--- src/rtl/spi_bufclient_pkg.sv ---
package spi_bufclient_pkg;
   localparam int unsigned SPI_BYTE_W = 8;

   // serial pins as seen by the synchronizer, packed as one vector
   typedef struct packed {
      logic sck;
      logic mosi;
      logic ss_n;
   } spi_pins_t;

   localparam spi_pins_t PINS_IDLE = '{sck: 1'b0, mosi: 1'b0, ss_n: 1'b1};
endpackage

--- src/rtl/spi_bc_sync.sv ---
module spi_bc_sync #(
   parameter int unsigned W = 1,
   parameter int unsigned STAGES = 2,
   parameter logic [W-1:0] RST_VAL = '0
)(
   input  logic         clk,
   input  logic         rst_n,
   input  logic [W-1:0] d,
   output logic [W-1:0] q
);
   generate
      if (STAGES < 2) begin : g_bad_stages
         $error("spi_bc_sync: STAGES must be at least 2");
      end
   endgenerate

   logic [STAGES-1:0][W-1:0] chain;

   always_ff @(posedge clk or negedge rst_n) begin
      if (!rst_n) chain <= {STAGES{RST_VAL}};
      else        chain <= {chain[STAGES-2:0], d};
   end

   assign q = chain[STAGES-1];
endmodule

--- src/rtl/spi_bc_serdes.sv ---
module spi_bc_serdes #(
   parameter int unsigned DATA_W = 8,
   parameter logic [DATA_W-1:0] SHIFT_INIT = '0
)(
   input  logic              clk,
   input  logic              rst_n,
   input  logic              sck_s,
   input  logic              mosi_s,
   input  logic              ss_act,
   input  logic              load_en,
   input  logic [DATA_W-1:0] load_val,
   output logic              miso,
   output logic              byte_done,
   output logic [DATA_W-1:0] rx_byte
);
   localparam int unsigned CW = (DATA_W > 2) ? $clog2(DATA_W) : 1;
   localparam logic [CW-1:0] LAST_BIT = CW'(DATA_W - 1);

   logic              sck_q;
   logic [CW-1:0]     bit_cnt;
   logic [DATA_W-1:0] tx_sh;
   logic [DATA_W-1:0] rx_sh;
   logic              sck_rise, sck_fall;

   assign sck_rise  = sck_s & ~sck_q;
   assign sck_fall  = ~sck_s & sck_q;
   assign byte_done = ss_act & sck_rise & (bit_cnt == LAST_BIT);
   assign rx_byte   = {rx_sh[DATA_W-2:0], mosi_s};
   assign miso      = ss_act & tx_sh[DATA_W-1];

   function automatic logic [DATA_W-1:0] rotl(input logic [DATA_W-1:0] v);
      return {v[DATA_W-2:0], v[DATA_W-1]};
   endfunction

   always_ff @(posedge clk or negedge rst_n) begin
      if (!rst_n) sck_q <= 1'b0;
      else        sck_q <= sck_s;
   end

   // bit position inside the current byte; select loss restarts it
   always_ff @(posedge clk or negedge rst_n) begin
      if (!rst_n)                bit_cnt <= '0;
      else if (!ss_act)          bit_cnt <= '0;
      else if (sck_rise)         bit_cnt <= (bit_cnt == LAST_BIT) ? '0 : bit_cnt + 1'b1;
   end

   always_ff @(posedge clk or negedge rst_n) begin
      if (!rst_n)                rx_sh <= '0;
      else if (ss_act && sck_rise) rx_sh <= rx_byte;
   end

   // transmit shifter rotates so that an unreloaded byte comes round whole:
   // DATA_W-1 rotations on falling edges inside the byte, one at the boundary
   always_ff @(posedge clk or negedge rst_n) begin
      if (!rst_n)                                  tx_sh <= SHIFT_INIT;
      else if (load_en)                            tx_sh <= load_val;
      else if (byte_done)                          tx_sh <= rotl(tx_sh);
      else if (ss_act && sck_fall && bit_cnt != '0) tx_sh <= rotl(tx_sh);
   end
endmodule

--- src/rtl/spi_bc_rxfifo.sv ---
module spi_bc_rxfifo #(
   parameter int unsigned DATA_W = 8,
   parameter int unsigned DEPTH  = 2
)(
   input  logic              clk,
   input  logic              rst_n,
   input  logic              push,
   input  logic [DATA_W-1:0] push_data,
   input  logic              pop,
   output logic [DATA_W-1:0] head,
   output logic              not_empty
);
   generate
      if (DEPTH == 0 || (DEPTH & (DEPTH - 1)) != 0) begin : g_bad_depth
         $error("spi_bc_rxfifo: DEPTH must be a power of two");
      end

      if (DEPTH == 1) begin : g_single
         logic [DATA_W-1:0] slot;
         logic              valid;
         logic              take;

         assign take = push & (~valid | pop);

         always_ff @(posedge clk or negedge rst_n) begin
            if (!rst_n)    valid <= 1'b0;
            else if (take) valid <= 1'b1;
            else if (pop)  valid <= 1'b0;
         end

         always_ff @(posedge clk) begin
            if (take) slot <= push_data;
         end

         assign head      = slot;
         assign not_empty = valid;
      end else begin : g_ring
         localparam int unsigned AW = $clog2(DEPTH);
         localparam logic [AW:0] FULL_CNT = (AW + 1)'(DEPTH);

         logic [DEPTH-1:0][DATA_W-1:0] mem;
         logic [AW-1:0] wptr, rptr;
         logic [AW:0]   cnt;
         logic          do_pop, do_push;

         assign do_pop  = pop & (cnt != '0);
         assign do_push = push & ((cnt != FULL_CNT) | do_pop);

         always_ff @(posedge clk or negedge rst_n) begin
            if (!rst_n) begin
               wptr <= '0;
               rptr <= '0;
               cnt  <= '0;
            end else begin
               if (do_push) wptr <= wptr + 1'b1;
               if (do_pop)  rptr <= rptr + 1'b1;
               case ({do_push, do_pop})
                  2'b10:   cnt <= cnt + 1'b1;
                  2'b01:   cnt <= cnt - 1'b1;
                  default: cnt <= cnt;
               endcase
            end
         end

         always_ff @(posedge clk) begin
            if (do_push) mem[wptr] <= push_data;
         end

         assign head      = mem[rptr];
         assign not_empty = (cnt != '0);
      end
   endgenerate
endmodule

--- src/rtl/spi_bufclient.sv ---
module spi_bufclient
   import spi_bufclient_pkg::*;
#(
   parameter int unsigned DATA_W      = SPI_BYTE_W,
   parameter int unsigned RX_DEPTH    = 2,
   parameter int unsigned SYNC_STAGES = 2,
   parameter logic [DATA_W-1:0] SHIFT_INIT = '0
)(
   input  logic              clk,
   input  logic              rst_n,
   input  logic              wait_rx,
   input  logic              wr_en,
   input  logic [DATA_W-1:0] wr_data,
   input  logic              rd_en,
   output logic [DATA_W-1:0] rd_data,
   input  logic              clr_done,
   output logic              buf_empty,
   output logic              rx_ready,
   output logic              xfer_done,
   input  logic              sck,
   input  logic              mosi,
   input  logic              ss_n,
   output logic              miso
);
   generate
      if (DATA_W < 2) begin : g_bad_width
         $error("spi_bufclient: DATA_W must be at least 2");
      end
   endgenerate

   spi_pins_t pins_raw, pins_s;
   logic      ss_act;
   logic      byte_done;
   logic [DATA_W-1:0] rx_byte;

   assign pins_raw.sck  = sck;
   assign pins_raw.mosi = mosi;
   assign pins_raw.ss_n = ss_n;

   spi_bc_sync #(
      .W       ($bits(spi_pins_t)),
      .STAGES  (SYNC_STAGES),
      .RST_VAL (PINS_IDLE)
   ) u_sync (
      .clk   (clk),
      .rst_n (rst_n),
      .d     (pins_raw),
      .q     (pins_s)
   );

   assign ss_act = ~pins_s.ss_n;

   // ---------------- transmit holding register ----------------
   logic [DATA_W-1:0] hold_q;
   logic              hold_full;
   logic              primed;     // shifter holds user data not yet sent
   logic              wr_take;
   logic              copy_now;
   logic              load_en;

   assign wr_take  = wr_en & ~hold_full;
   assign copy_now = wait_rx & ~ss_act & hold_full & ~primed;
   assign load_en  = (byte_done & hold_full) | copy_now;

   always_ff @(posedge clk or negedge rst_n) begin
      if (!rst_n)       hold_q <= '0;
      else if (wr_take) hold_q <= wr_data;
   end

   always_ff @(posedge clk or negedge rst_n) begin
      if (!rst_n)       hold_full <= 1'b0;
      else if (wr_take) hold_full <= 1'b1;
      else if (load_en) hold_full <= 1'b0;
   end

   always_ff @(posedge clk or negedge rst_n) begin
      if (!rst_n)                      primed <= 1'b0;
      else if (copy_now)               primed <= 1'b1;
      else if (byte_done || !wait_rx)  primed <= 1'b0;
   end

   spi_bc_serdes #(
      .DATA_W     (DATA_W),
      .SHIFT_INIT (SHIFT_INIT)
   ) u_serdes (
      .clk       (clk),
      .rst_n     (rst_n),
      .sck_s     (pins_s.sck),
      .mosi_s    (pins_s.mosi),
      .ss_act    (ss_act),
      .load_en   (load_en),
      .load_val  (hold_q),
      .miso      (miso),
      .byte_done (byte_done),
      .rx_byte   (rx_byte)
   );

   // ---------------- staggered flag pipeline ----------------
   // boundary -> buf_empty (+1), rx data visible (+2), xfer_done (+3)
   logic              push_q;
   logic [DATA_W-1:0] push_byte_q;
   logic              idle_q, idle_q2;

   always_ff @(posedge clk or negedge rst_n) begin
      if (!rst_n) begin
         push_q      <= 1'b0;
         push_byte_q <= '0;
         idle_q      <= 1'b0;
         idle_q2     <= 1'b0;
      end else begin
         push_q      <= byte_done;
         push_byte_q <= rx_byte;
         idle_q      <= byte_done & ~hold_full;
         idle_q2     <= idle_q;
      end
   end

   always_ff @(posedge clk or negedge rst_n) begin
      if (!rst_n)                  xfer_done <= 1'b0;
      else if (idle_q2)            xfer_done <= 1'b1;
      else if (clr_done || wr_en)  xfer_done <= 1'b0;
   end

   spi_bc_rxfifo #(
      .DATA_W (DATA_W),
      .DEPTH  (RX_DEPTH)
   ) u_rxfifo (
      .clk       (clk),
      .rst_n     (rst_n),
      .push      (push_q),
      .push_data (push_byte_q),
      .pop       (rd_en),
      .head      (rd_data),
      .not_empty (rx_ready)
   );

   assign buf_empty = ~hold_full;
endmodule

--- config.mk ---
export PLATFORM = sky130hd
export DESIGN_NAME = spi_bufclient
export DESIGN_NICKNAME = d
export VERILOG_FILES = /design/src/rtl/spi_bufclient_pkg.sv /design/src/rtl/spi_bc_sync.sv /design/src/rtl/spi_bc_serdes.sv /design/src/rtl/spi_bc_rxfifo.sv /design/src/rtl/spi_bufclient.sv
export SDC_FILE = /design/constraint.sdc
export NUM_CORES = 1
export LEC_CHECK = 0
export BUFFER_PORTS_ARGS = -buffer_cell sky130_fd_sc_hd__buf_2
export CORE_ASPECT_RATIO = 2
export CORE_UTILIZATION = 55
export DETAILED_ROUTE_END_ITERATION = 6
export PLACE_DENSITY = 0.86
export SLEW_MARGIN = 20
export SYNTH_ARGS = -nofsm -noshare
export SYNTH_HDL_FRONTEND = slang
export SYNTH_SLANG_ARGS = --single-unit
--- constraint.sdc ---
create_clock -name clk -period 2.2 [get_ports clk]
set_clock_uncertainty 0.05 [all_clocks]
set_input_delay 0.44 -clock clk [delete_from_list [all_inputs] [get_ports clk]]
set_output_delay 0.44 -clock clk [all_outputs]
set_load 0.02 [all_outputs]
==> impl_metrics.tcl, run 1 <==
set metrics [dict create \
    reg2reg_to "u_serdes.tx_sh[7]" \
    io_pins 29 \
    outcome "completed" \
    drt-initial-drc-count 32 \
    grt_max_degree 30 \
    rows 35 \
    drt_pre_antenna_iters 4 \
    start_kind "flip-flop" \
    r2r_slack_ps 380 \
    cap_violations 0 \
    worst-setup-path-type "flip-flop to primary output" \
    max-slew-margin-rel_pct 54.2 \
    seqCellArea_um2 1760 \
    grt_pass1_vias 1616 \
    syn_area_um2 2680 \
    power.leakage_uw 0.00128 \
    ys_ff_latch 67 \
    fmax_ghz 0.519 \
    syn-num-nets 202 \
    grt-ovfl-total 0 \
    reg2regPathDepth 5 \
    yosysWarnings 0 \
    tightest_slew_ps 685 \
    holdBufCountCts 0 \
    setup_ws_ps 273 \
    finalCoreUtilization_pct 65.8 \
    start_util_pct 57.7 \
    path_max_fanout 9 \
    core_um2 4640 \
    min-delay-path-class "input pin to asynchronous set/reset pin" \
    cts_root_buf "clkbuf_8" \
    diodes 0 \
    clkTransAtPathRegs_ps 70 \
    cts.sinks 67 \
    cp.arrival_ps 1440 \
    power.switching_uw 1010 \
    grt_setup_unrepaired "false" \
    cp-end-kind "primary output" \
    htreeDepth 3 \
    grt.total_usage_pct 20.1 \
    power.density_nw_per_um2 1160 \
    stdcell_count 271 \
    crit_path_start "u_rxfifo.g_ring.rptr" \
    grt_pass1_wl_um 7270 \
    min_period_over_period_pct 87.6 \
    intPower_uw 2520 \
    postSynthAreaPerCell_um2 14.8 \
    worstSkewPairLatency_ps 350 \
    peakVddDrop_mv 0.730 \
    viasPerCell 5.71 \
    port_buffers 28 \
    finalHoldViolations 0 \
    dpl.hpwl_um 3170 \
    ant_nets 0 \
    die_h_um 101 \
    wl_per_cell_um 15.8 \
    die_area_um2 5170 \
    final_nets 232 \
    synthFlopType "dfrtp_1" \
    r2r_start "u_serdes.bit_cnt[0]" \
    final-setup-viol-count 0 \
    cts_buffer_depth 2 \
    switching_share_pct 28.6 \
    dr_total_vias 1547 \
    tns_ps 0 \
    grt_antenna_before_repair 0 \
    die_w_um 51.4 \
    ys_seq_area_share_pct 65.7 \
    wirelength_um 4290 \
    routabilityCongestion 0.887 \
    final_layout_size_suffix_gt1_share_pct 34.7 \
    drc 0 \
    mostFrequentLayoutCells "dfrtp_1 (49), buf_2 (28), mux2_2 (23)" \
    critPathCapture "rd_data[6]" \
    ctsResizeCount 0 \
    post-place-ws_ps 393 \
    period_needed_ps 1930 \
    synthCells 181 \
    p_comb_share_pct 19.8 \
    final_common_cell "dfrtp_1" \
    cts_tree "done" \
    post-cts-setup-buffers 0 \
    async_flop_share_pct 76.1 \
    maxSlewViolCount 0 \
    required_ps 1710 \
    synth_edf_count 16 \
    dp.cells 255 \
    fill_cells 351 \
    cts_buffers 9 \
    synth_cell_types 36 \
    multi_input_area_um2 836 \
    seqPwrFrac_pct 51.7 \
    syn_to_final_growth_pct 14.1 \
    p_clk_share_pct 28.5 \
]
==> cells by family after synthesis <==
family	after synthesis	synth area share, %
fa+ha+maj	4	1.87
buf+inv	17	3.13
mux	27	11.2
xor+xnor	5	1.63
compound gates	35	10.2
simple gates	26	6.31
flops	67	65.7
==> state kept, by name, summed over array words and instances (netlist names), 2 cells and up <==
name                 count
u_rxfifo.g_ring.cnt      2
u_serdes.rx_sh           7
push_byte_q              8
u_sync.chain             3
u_sync.q                 3
hold_q                   8
u_serdes.tx_sh           8
u_serdes.bit_cnt         3
u_rxfifo.g_ring.mem     16
==> cell type report <==
type	instances	area share, %
clock buffer	10	4.50
tap	55	2.25
timing repair buffer	30	5.49
clock inverter	6	2.09
multi-input combinational	97	27.4
sequential	67	57.6
inverter	6	0.737
==> Yosys cell counts (all sizes together) (5+ instances only) <==
library cell,number,share of area (%)
a2111oi,8,2.7
inv,6,0.84
nor2,9,1.4
edfxtp,16,18
mux2,23,9.7
a31oi,8,1.9
dfrtp,49,46
o211ai,16,4.5
clkbuf,5,0.70
buf,6,1.6
==> power groups by stage <==
| stage | Sequential [uW] | Combinational, uW | Clock, uW |
|---|---|---|---|
| after floorplan | 1730 | 600 | 0 |
| after global placement | 1820 | 676 | 0 |
| after detailed placement | 1850 | 704 | 0 |
| after CTS | 1830 | 707 | 1040 |
| after global routing | 1860 | 770 | 1080 |
| final | 1830 | 698 | 1010 |
==> metrics by stage <==
stage          instance area [um2]  hold slack, ps  total power, uW
6_report                      3060            17.2             3530
2_1_floorplan                 2680            94.4             2330
3_3_place_gp                  2850             288             2500
3_5_place_dp                  2850             297             2560
4_1_cts                       3060            14.1             3570
5_1_grt                       3060            65.7             3710
==> metal layers <==
metal	vias up	GRT usage [%]	routed length, um
met5	-	0	0
li1	733	-	-
met3	14	5.43	170
met1	758	20.0	1450
met4	0	13.5	128
met2	42	35.0	2550
==> critical path: stages (launching register included) <==
cell	delay (ps)
dfrtp_1	560
mux2_2	380
buf_2	160
==> worst min path at each step <==
stage                         start  cells past startpoint               to  slack (ps)
finish                        rst_n                      1  u_sync.chain[2]          20
global route                  rst_n                      1        hold_q[2]          70
CTS                           rst_n                      1  u_sync.chain[2]          10
detailed placement  u_sync.chain[2]                      0      u_sync.q[2]         300
global placement    u_sync.chain[1]                      0      u_sync.q[1]         290
floorplan                     rst_n                      0        hold_full          90
Power figures use the tool's default switching activity.
==> run 2, diff against run 1 <==
Clock period 2.2 ns to 2.1 ns, I/O delays scaled along.
==> impl_metrics.tcl, run 2 (same netlist as run 1, synthesis figures left out) <==
set metrics [dict create \
    drt-initial-drc-count 26 \
    die_w_um 51.4 \
    slowest_stage "dfrtp_1" \
    cts_buffers 9 \
    clkTransAtPathRegs_ps 70 \
    drt_pre_antenna_iters 4 \
    wl_per_cell_um 15.0 \
    path_max_fanout 9 \
    start_kind "flip-flop" \
    worst-setup-path-type "flip-flop to primary output" \
    regMostFlops "u_rxfifo.g_ring.mem" \
    port_buffers 28 \
    final_layout_size_suffix_gt1_share_pct 35.0 \
    cts_tree "done" \
    power.switching_uw 1040 \
    totalPowerFinal_uw 3540 \
    post-cts-setup-buffers 0 \
    seqPwrFrac_pct 53.8 \
    power.density_nw_per_um2 1160 \
    tns_ps 0 \
    ant_nets 0 \
    grt_pass1_vias 1650 \
    grt-ovfl-total 0 \
    seqCellArea_um2 1760 \
    multi_input_area_um2 836 \
    drc 0 \
    final_common_cell "dfrtp_1" \
    dpl.hpwl_um 3010 \
    rows 35 \
    tightest_slew_ps 544 \
    die_h_um 101 \
    max-slew-margin-rel_pct 63.6 \
    intPower_uw 2500 \
    peakVddDrop_mv 0.863 \
    io_pins 29 \
    max_stage_delay_ps 560 \
    final-setup-viol-count 0 \
    fmax_ghz 0.529 \
    cap_violations 0 \
    period_needed_ps 1890 \
    syn_to_final_growth_pct 14.1 \
    largest_reg_flops 16 \
    die_area_um2 5170 \
    grt_antenna_before_repair 0 \
    grt_setup_unrepaired "false" \
    worstSkewPairLatency_ps 340 \
    hold_ws_ps 128 \
    core_um2 4640 \
    grt_pass1_wl_um 7170 \
    routabilityCongestion 0.893 \
    switching_share_pct 29.4 \
    cts_root_buf "clkbuf_8" \
    final_nets 236 \
    fill_cells 342 \
    outcome "completed" \
    htreeDepth 3 \
    dr_total_vias 1560 \
    cts_buffer_depth 2 \
    diodes 0 \
    wirelength_um 4140 \
    maxSlewViolCount 0 \
    cp.arrival_ps 1420 \
    cp.buffers_inverters 1 \
    power.leakage_uw 0.00128 \
    min-delay-path-class "input pin to flip-flop" \
    required_ps 1630 \
    p_comb_share_pct 20.5 \
    finalHoldViolations 0 \
    viasPerCell 5.67 \
    cts.sinks 67 \
    min_period_over_period_pct 90.0 \
    p_clk_share_pct 25.7 \
    start_util_pct 57.7 \
    cp-end-kind "primary output" \
    mostFrequentLayoutCells "dfrtp_1 (49), buf_2 (28), mux2_2 (23)" \
    cpLargestDelayFamily "flip-flops" \
    grt_max_degree 31 \
    grt.total_usage_pct 19.5 \
    crit_path_cell_trace "mux2_2 > buf_2" \
]
-- run 2: cell count changes in the layout (fill, tap and decap cells not counted), sizes merged --
| cell | previous run | this run |
|---|---|---|
| buf | 30 | 33 |
| bufinv | 1 | 0 |
| clkbuf | 10 | 11 |
| clkinv | 3 | 2 |
| dlygate4sd3 | 0 | 1 |
| inv | 7 | 8 |
-- run 2: power groups by stage --
stage | registers (uW) | logic [uW] | clock network [uW]
finish | 1910 | 725 | 910
global route | 1950 | 799 | 992
CTS | 1910 | 733 | 939
detailed placement | 1930 | 731 | 0
global placement | 1910 | 705 | 0
floorplan | 1810 | 628 | 0
-- run 2: worst paths after layout --
kind,start,slack [ps],endpoint,cells past startpoint
min,ss_n,130,u_sync.chain[0],1
max reg2reg,u_serdes.bit_cnt[0],300,u_serdes.tx_sh[7],5
max in group asynchronous,rst_n,880,u_sync.chain[0],3
max,u_rxfifo.g_ring.rptr,210,rd_data[6],2
min in group asynchronous,rst_n,530,u_serdes.tx_sh[4],2
min reg2reg,u_sync.chain[2],300,u_sync.q[2],0
-- run 2: cell type report --
cell class                 count  share of cell area [%]
clock buffer                  11                    4.30
inverter                       6                   0.737
multi-input combinational     97                    27.3
timing repair buffer          34                    6.55
clock inverter                 5                    1.27
sequential                    67                    57.6
tap                           55                    2.25
-- run 2: timing repair --
item	in CTS	in global routing
hold endpoints to repair	15	0
gates resized for setup	0	0
hold buffers	1	0
-- run 2: through the flow --
| step | cell area, um2 | worst slack [ps] | cells | utilization (%) |
|---|---|---|---|---|
| after floorplan | 2680 | 430 | 181 | - |
| after global placement | 2880 | 371 | 258 | 62.0 |
| after detailed placement | 2880 | 304 | 258 | 62.0 |
| after CTS | 3060 | 171 | 275 | 65.8 |
| after global routing | 3060 | 89.7 | 275 | 65.8 |
| final | 3060 | 210 | 275 | 65.8 |
-- run 2: per-layer routing --
metal	GRT usage, %	vias up	share of wire (%)
met4	9.36	0	1.4
met5	0	-	0
met3	6.79	6	3.5
li1	-	742	-
met1	18.0	781	35
met2	36.0	31	60
